[src/rtl/capcmp_channel.sv]
`timescale 1ns/1ps
module capcmp_channel #(
  parameter int CW = 16
) (
  input  logic          clk,
  input  logic          rst_n,
  input  logic [CW-1:0] cnt,
  input  logic          upd_evt,
  input  logic          sig_in,
  input  logic          bus_wr,
  input  logic [1:0]    bus_addr,
  input  logic [CW-1:0] bus_wdata,
  output logic [CW-1:0] bus_rdata,
  output logic          cmp_eq,
  output logic          cmp_gt,
  output logic          irq,
  output logic          dma_req
);
  localparam logic [1:0] A_CTRL = 2'd0;
  localparam logic [1:0] A_STAT = 2'd1;
  localparam logic [1:0] A_VAL  = 2'd2;
  localparam int CTRL_W = 5;

  logic [CTRL_W-1:0] ctrl;
  logic [CW-1:0]     pre, shd;
  logic [2:0]        sync;
  logic              flag, ovr, eq_d, cap_d;

  wire cap_mode = ctrl[0];
  wire fall_sel = ctrl[1];
  wire pre_en   = ctrl[2];
  wire irq_en   = ctrl[3];
  wire dma_en   = ctrl[4];

  wire wr_ctrl = bus_wr && bus_addr == A_CTRL;
  wire wr_stat = bus_wr && bus_addr == A_STAT;
  wire wr_val  = bus_wr && bus_addr == A_VAL;

  wire edge_r  = sync[1] & ~sync[2];
  wire edge_f  = ~sync[1] & sync[2];
  wire cap     = cap_mode & (fall_sel ? edge_f : edge_r);
  wire cmp_hit = ~cap_mode & cmp_eq & ~eq_d;
  wire set_evt = cap_d | cmp_hit;

  assign cmp_eq = !cap_mode && cnt == shd;
  assign cmp_gt = !cap_mode && cnt > shd;
  assign irq    = flag & irq_en;

  always_comb begin
    bus_rdata = '0;
    case (bus_addr)
      A_CTRL:  bus_rdata[CTRL_W-1:0] = ctrl;
      A_STAT:  bus_rdata[1:0] = {ovr, flag};
      A_VAL:   bus_rdata = pre;
      default: bus_rdata = '0;
    endcase
  end

  always_ff @(posedge clk or negedge rst_n) begin
    if (!rst_n) begin
      ctrl    <= '0;
      pre     <= '0;
      shd     <= '0;
      sync    <= '0;
      flag    <= 1'b0;
      ovr     <= 1'b0;
      eq_d    <= 1'b0;
      cap_d   <= 1'b0;
      dma_req <= 1'b0;
    end else begin
      sync    <= {sync[1:0], sig_in};
      eq_d    <= cmp_eq;
      cap_d   <= cap;
      dma_req <= set_evt & dma_en;
      if (wr_ctrl) ctrl <= bus_wdata[CTRL_W-1:0];
      flag <= set_evt | (flag & ~(wr_stat & ~bus_wdata[0]));
      ovr  <= (cap_d & flag) | (ovr & ~(wr_stat & ~bus_wdata[1]));
      if (cap_d)       pre <= shd;
      else if (wr_val) pre <= bus_wdata;
      if (cap_mode) begin
        if (cap) shd <= cnt;
      end else if (pre_en) begin
        if (upd_evt) shd <= pre;
      end else if (wr_val) begin
        shd <= bus_wdata;
      end
    end
  end
endmodule

[config.mk]
export PLATFORM = sky130hd
export DESIGN_NAME = capcmp_channel
export DESIGN_NICKNAME = d
export VERILOG_FILES = /design/src/rtl/capcmp_channel.sv
export SDC_FILE = /design/constraint.sdc
export NUM_CORES = 1
export LEC_CHECK = 0
export BUFFER_PORTS_ARGS = -buffer_cell sky130_fd_sc_hd__buf_2
export CORE_MARGIN = 2
export CORE_UTILIZATION = 40
export CTS_CLUSTER_DIAMETER = 150
export DETAILED_ROUTE_END_ITERATION = 7
export GPL_ROUTABILITY_DRIVEN = 0
export SLEW_MARGIN = 20
export SYNTH_ARGS = -nofsm -noshare
export SYNTH_HDL_FRONTEND = slang
export SYNTH_SLANG_ARGS = --single-unit
[constraint.sdc]
create_clock -name clk -period 2 [get_ports clk]
set_input_delay 0.2 -clock clk [delete_from_list [all_inputs] [get_ports clk]]
set_output_delay 0.2 -clock clk [all_outputs]
set_load 0.03 [all_outputs]
=== After elaboration in Yosys (flattened, before gate mapping) ===
Index checks and enable logic that the tools add are counted.

* Register bits: 45
* Bits of input ports: 39
* Output and inout port bits: 20

* Magnitude comparators: 1
* Equality and inequality tests: 5
* Muxes and demuxes: 10
* Bitwise logic cells: 23
* Reduce and logical (&&, ||, !) cells: 10

{| class="wikitable"
|+ Operator list
! cell !! number
|-
| $mux W16 || 6
|-
| $eq A16 B16 Y1 || 1
|-
| $gt A16 B16 Y1 || 1
|-
| $and A1 B1 Y1 || 12
|-
| $mux W11 || 1
|-
| $not A1 Y1 || 8
|-
| $pmux W2 S3 || 1
|-
| $pmux W3 S2 || 1
|-
| $logic_and A1 B1 Y1 || 5
|-
| $ne A3 B3 Y1 const B || 1
|-
| $or A1 B1 Y1 || 3
|-
| $reduce_and A3 Y1 || 1
|-
| $reduce_bool A3 Y1 || 1
|-
| $eq A2 B1 Y1 const B || 1
|-
| $eq A2 B2 Y1 const B || 1
|-
| $logic_not A2 Y1 || 1
|-
| $ne A2 B1 Y1 const B || 1
|-
| $reduce_bool A2 Y1 || 1
|-
| $logic_not A1 Y1 || 1
|-
| $mux W1 || 1
|}

=== Logic depth before layout (Yosys ltp) ===
Gate-level depths: netlist (run 1).

* Depth in word-level cells: 6
* Gate-level depth with buffers: 7
* Gate-level depth less buffers: 7

=== Worst setup path after synthesis (run 1) ===
Ideal clock, no wire load.

* Path type: flip-flop to output port
* Start: register shd[14]
* End: output port cmp_gt
* Arrival time: 2.038 ns
* Setup slack: -0.238 ns
* Stages on the path, launching flop included: 7
* Buffers on the path: 0
* Cell sequence: dfrtp_1 > inv_1 > ha_1 > nand4_1 > a2111oi_0 > a211oi_1 > a211oi_1

* Cells in the longest elaborated chain, start to end: 2

{| class="wikitable"
|+ RTL lines
! item !! RTL line !! RTL
|-
| from (decl) || 25 || <nowiki>logic [CW-1:0] pre, shd;</nowiki>
|-
| from (signal assigned) || 81 || <nowiki>if (cap) shd <= cnt;</nowiki>
|-
| from (signal assigned) || 83 || <nowiki>if (upd_evt) shd <= pre;</nowiki>
|-
| from (signal assigned) || 85 || <nowiki>shd <= bus_wdata;</nowiki>
|-
| $gt A16 B16 Y1 || 46 || <nowiki>assign cmp_gt = !cap_mode && cnt > shd;</nowiki>
|-
| $logic_and A1 B1 Y1 || 46 ||
|-
| to (decl) || 15 || <nowiki>output logic cmp_gt,</nowiki>
|}

Every way passes these cells.

=== Worst setup path in the final report (run 1) ===
Ends and elaborated chain as after synthesis.

==> impl_metrics.toml, run 1 <==
[synthesis]
synthesis.area_mm2 = 0.002726
synth_cells = 277
ys_top_cells_by_area = "dfrtp_1 (41%), mux2i_1 (19%), ha_1 (7.3%)"
synth_top_area_share_pct = 41.30
synthTopCellsByCount = "mux2i_1 (52), dfrtp_1 (45), nand2_1 (25)"
ys_ff_latch = 45
synth.most_common_cell = "mux2i_1"
yosysWarnings = 0
postSynthAreaPerCell_um2 = 9.842
async_reset_ff_share_pct = 100.0
yosys_most_used_dff = "dfrtp_1"
synth.distinct_cells = 31
synth-edff-count = 0
synth_nets = 332
synth_top_cell_by_area = "dfrtp_1"
ys_seq_area_share_pct = 41.30

[global_routing]
grt_overflow_total = 0
track_usage_pct = 18.76
grt_max_degree = 46
grt_pass1_wl_um = 10870
grt_pass1_vias = 2158
antenna_found_initial = 0

[floorplan]
die_area_mm2 = 0.007493
fp.dieW_um = 86.56
die_h_um = 86.56
initial_core_util_pct = 40.81
core_mm2 = 0.006681
rows = 30
ioPinCount = 59

[pwr]
total_leakage_power_nw = 1.695
ir_drop_mv = 0.5281
p_total_w = 0.003719
power_density_mw_per_mm2 = 1095

[drt]
drcViolationCount = 0
avgViaCountPerCell = 5.141
drtAntennaViolNets = 0
wire_per_inst_um = 15.35
drt_iter0_markers = 119
drt_wl_total_um = 6523
vias = 2185
detail_route.first_pass.iterations = 4

[final_layout]
stdcell_area_mm2 = 0.003397
drive_above_1_share_pct = 31.01
nets = 399
final_cell_count_no_fill = 425
nFillCells = 641
area_delta_synth_final_pct = 24.60
regArea_mm2 = 0.001126
multi_input_area_mm2 = 0.001564
diodes = 0
post-route-util_pct = 50.84

[critical_path]
cp_slowest_stage_delay_ns = 0.37
crit_start = "shd[14]$_DFFE_PN0P_"
r2r_start = "shd[14]$_DFFE_PN0P_"
cp.depth = 7
regToRegEndpoint = "dma_req$_DFF_PN0_"
worstSetupEndpointType = "output port"
critPathKind = "reg2out"
path_buf_inv = 2
cp_data_arrival_time_ns = 2.10
slowest_stage = "a2111oi_2"
required_ns = 1.80
worst_setup_path_start_kind = "flip-flop"
crit_path_max_fanout = 3
critPathCapture = "cmp_gt"
r2r_cells = 7
path_cells = "inv_1 -> ha_4 -> nand4_1 -> a2111oi_2 -> a211oi_1 -> a211oi_2 -> buf_4"
critPathTopFamily = "compound AO/OA/AOI/OAI gates"
rrSetupSlack_ns = 0.19

[placement]
dpl.cell_count = 412
placed_area_mm2 = 0.003147
dp_hpwl_um = 4471
port_buffers = 58

[timing]
post-route-period-util_pct = 115.0
setup_ws_ns = -0.3003
slew_viol_final = 0
slew_headroom_pct = 54.92
setup_viol_count_final = 2
rsz0062_at_grt = "yes"
period_minus_slack_ns = 2.300
fmax_mhz = 434.7
fin_setup_tns_ns = -0.4652
finClkSkew_ns = 0.004629
finalHoldViolations = 35
worstMarginPinSlew_ns = 0.6746
hold_ws_ns = -0.01842

[outcome]
violations = "hold timing, setup timing"
run_status = "complete, but fails checks"

[clocking]
cts_tree = "done"
numCtsBuffers = 5
cts_buffer_depth = 2
htreeDepth = 2
clock-sinks = 45
clk_pin_slew_ns = 0.09
clk_latency_ns = 0.30
clockRootBuffer = "clkbuf_8"

[worst_hold_path]
hp-class = "in2async"

[job]
maxCapViolCount = 0
cells in the final DEF, fill, tap and decap left out, drive strengths merged, types with 2 or more instances in the layout:
cell     n
dfrtp   45
nand3    2
a21oi   25
clkbuf   7
a211oi   2
nand4    4
buf     74
nand3b   3
inv     17
mux2i   52
nor2b    4
ha      16
nor2    20
o21ai   22
mux2     6
and2    12
nand2   25
worst register-to-register path: stages (launching register included):
cell	delay (ns)
dfrtp_1	0.36
inv_1	0.08
ha_4	0.27
nand4_1	0.18
nor4_2	0.39
nor2b_4	0.25
a21oi_1	0.10
nor2b_1	0.12
layer usage:
| metal | vias to the layer above | share of wire (%) | track usage (%) | routed length (um) |
|---|---|---|---|---|
| li1 | 1091 | - | - | - |
| met1 | 1051 | 47 | 26.18 | 3073 |
| met2 | 37 | 48 | 30.07 | 3142 |
| met3 | 6 | 3.6 | 3.714 | 238 |
| met4 | 0 | 1.1 | 4.688 | 69 |
| met5 | - | 0 | 0 | 0 |
through the flow:
stage	worst slack (ns)	hold slack, ns
after floorplan	0.02585	-0.09559
after global placement	0.003281	0.3104
after detailed placement	-0.03123	0.3117
after CTS	-0.3044	0.001014
after global routing	-0.4116	0.04494
final	-0.3003	-0.01842
power breakdown:
group	internal (W)	total (W)	switching (W)
combinational	0.000760	0.00165	0.000887
sequential	0.00123	0.00144	0.000218
clock	0.000313	0.000629	0.000316
worst min-delay path by stage:
stage	start	endpoint	slack, ns	cells after the start
finish	rst_n	shd[2]$_DFFE_PN0P_	-0.02	2
detailed placement	sig_in	sync[0]$_DFF_PN0_	0.31	1
floorplan	rst_n	cap_d$_DFF_PN0_	-0.1	0
global placement	sig_in	sync[0]$_DFF_PN0_	0.31	1
global route	rst_n	shd[13]$_DFFE_PN0P_	0.04	2
CTS	rst_n	shd[13]$_DFFE_PN0P_	0.001	2
logic make-up after synthesis:
family,synth area share [%]
DFF,41.30
adders and majority gates,7.343
and+or+nand+nor,13.35
muxes,21.71
buffers and inverters,5.416
AOI/OAI and AO/OA,10.88
layout make-up:
class / instances / area share, %
flip-flops and latches: 45 / 33.15
clock inverters: 1 / 0.1473
repair buffers: 75 / 13.00
clock buffers: 7 / 2.836
well taps: 80 / 2.947
inverters: 17 / 1.878
multi-input cells: 200 / 46.04
what timing repair did:
action                                  4_1_cts  5_1_grt
endpoints found under the setup margin        2        4
hold buffers                                  0        1
setup buffers                                 0        4
endpoints found under the hold margin         0        1
resized for setup                             3       16
cloned                                        0        0
pin swaps                                     0        8
state kept, by name, indices dropped and copies added, names as in the netlist:
name,flops
cap_d,1
pre,16
sync,3
shd,16
eq_d,1
dma_req,1
ctrl,5
ovr,1
flag,1
Note: power is estimated with default switching activity, not from simulation.
==> run 2, diff against run 1 <==
--- a/config.mk
+++ b/config.mk
@@ -6,11 +6,14 @@
 export NUM_CORES = 1
 export LEC_CHECK = 0
 export BUFFER_PORTS_ARGS = -buffer_cell sky130_fd_sc_hd__buf_2
+export CELL_PAD_IN_SITES_DETAIL_PLACEMENT = 2
+export CELL_PAD_IN_SITES_GLOBAL_PLACEMENT = 2
 export CORE_MARGIN = 2
-export CORE_UTILIZATION = 40
+export CORE_UTILIZATION = 34
 export CTS_CLUSTER_DIAMETER = 150
 export DETAILED_ROUTE_END_ITERATION = 7
 export GPL_ROUTABILITY_DRIVEN = 0
+export PLACE_DENSITY_LB_ADDON = 0.1
 export SLEW_MARGIN = 20
 export SYNTH_ARGS = -nofsm -noshare
 export SYNTH_HDL_FRONTEND = slang
==> run 2 against run 1 <==
  * The flow finishes with violations (setup timing)
  * Maximum frequency grew 0.25%
  * Worst setup slack gained 0.0058 ns
  * Die area grew 17%
  * Final area shrank 0.66%
  * Count of clock-buffer cells in the layout shrank 2
  * Critical endpoint unchanged
==> impl_metrics.toml, run 2 (synthesis results as in run 1) <==
[global_routing]
grt_max_degree = 28
antenna_found_initial = 0
grt_pass1_wl_um = 12750
grt_pass1_vias = 2526
grt_overflow_total = 0
track_usage_pct = 18.89

[timing]
setup_viol_count_final = 2
worstMarginPinSlew_ns = 0.6853
slew_headroom_pct = 54.20
period_minus_slack_ns = 2.295
rsz0062_at_grt = "yes"
slew_viol_final = 0
finClkSkew_ns = 0.009237
finalHoldViolations = 0
hold_ws_ns = 0.1547
fmax_mhz = 435.8
setup_ws_ns = -0.2945
post-route-period-util_pct = 114.7

[drt]
drt_wl_total_um = 7878
detail_route.first_pass.iterations = 3
wire_per_inst_um = 17.55
drt_iter0_markers = 45
drcViolationCount = 0
avgViaCountPerCell = 5.138
vias = 2307
drtAntennaViolNets = 0

[floorplan]
core_mm2 = 0.007767
fp.dieW_um = 93.55
ioPinCount = 59
die_h_um = 93.55
initial_core_util_pct = 35.10
die_area_mm2 = 0.008751
rows = 32

[clocking]
clk_latency_ns = 0.31
cts_buffer_depth = 2
clk_pin_slew_ns = 0.09
clockRootBuffer = "clkbuf_8"
cts_tree = "done"
clock-sinks = 45
numCtsBuffers = 5
htreeDepth = 2

[pwr]
power_density_mw_per_mm2 = 1091
total_leakage_power_nw = 1.686
p_total_w = 0.003682
ir_drop_mv = 0.4012

[critical_path]
r2r_start = "shd[9]$_DFFE_PN0P_"
critPathKind = "reg2out"
crit_start = "shd[9]$_DFFE_PN0P_"
worstSetupEndpointType = "output port"
worst_setup_path_start_kind = "flip-flop"
crit_path_max_fanout = 3
cp_data_arrival_time_ns = 2.09
required_ns = 1.80

[outcome]
run_status = "complete, but fails checks"
violations = "setup timing"

[final_layout]
reg_top3 = "pre x16, shd x16, ctrl x5"
layout_common_cells = "buf_2 (57), mux2i_1 (52), dfrtp_1 (45)"
diodes = 0
nFillCells = 890
nets = 401
multi_input_area_mm2 = 0.001514
drive_above_1_share_pct = 29.11
mostFrequentLayoutCell = "buf_2"
regArea_mm2 = 0.001126
area_delta_synth_final_pct = 23.77

[worst_hold_path]
hp-start = "bus_wdata[4]"
hp-class = "in2reg"

[placement]
dp_hpwl_um = 5887
port_buffers = 58
dpl_worst_slack_ns = -0.09210

[job]
maxCapViolCount = 0
run 2: power breakdown:
part           internal (W)  leakage (nW)  switching [W]  total, W
Clock              0.000249        0.0445       0.000350  0.000599
Sequential          0.00123         0.549       0.000226   0.00145
Combinational      0.000712          1.09       0.000921   0.00163
Total               0.00219          1.69        0.00150   0.00368
run 2: area by class of cell:
cell class / count / share of cell area (%)
multi-input combinational: 200 / 44.86
sequential: 45 / 33.37
timing repair buffer: 77 / 13.42
tap: 102 / 3.782
clock buffer: 5 / 2.039
inverter: 17 / 1.891
clock inverter: 3 / 0.6303
run 2: metal layers:
| layer | global-route usage, % | vias to the layer above | wire (um) | share of wire [%] |
|---|---|---|---|---|
| li1 | - | 1099 | - | - |
| met1 | 23.54 | 1165 | 3463 | 44 |
| met2 | 33.93 | 36 | 4082 | 52 |
| met3 | 3.304 | 7 | 242 | 3.1 |
| met4 | 4.469 | 0 | 90 | 1.1 |
| met5 | 0 | - | 0 | 0 |
run 2: path summary, 6_finish.rpt:
kind / cells past startpoint / to / slack [ns]
setup reg to reg: 7 / dma_req$_DFF_PN0_ / 0.11
max in group asynchronous: 3 / shd[12]$_DFFE_PN0P_ / 1.00
hold reg to reg: 0 / sync[1]$_DFF_PN0_ / 0.36
min in group asynchronous: 2 / eq_d$_DFF_PN0_ / 0.38
setup / recovery: 7 / cmp_gt / -0.29
hold / removal: 2 / ctrl[4]$_DFFE_PN0P_ / 0.15
run 2: worst max-delay path: stages (launching register included):
cell and delay (ns):
dfrtp_1 0.36, inv_1 0.06, ha_1 0.30, nand4_1 0.21
a2111oi_2 0.33, a211oi_1 0.10, a211oi_2 0.22, buf_4 0.20
run 2: timing repair:
item | CTS | global route
endpoints found under the setup margin | 2 | 3
gates cloned | 0 | 0
resized for setup | 7 | 0
hold buffers | 2 | 0
endpoints found under the hold margin | 18 | 0
pin swaps | 2 | 1
setup buffers | 0 | 2
run 2: through the flow:
stage          instance area (um2)  utilization, %  TNS [ns]  instances
6_report                      3374           43.44   -0.5588        449
5_1_grt                       3374           43.44   -0.7722        449
4_1_cts                       3359           43.25   -0.6182        447
3_5_place_dp                  3197           41.16   -0.1309        437
3_3_place_gp                  3197           41.16         0        437
2_1_floorplan                 2734               -         0        277
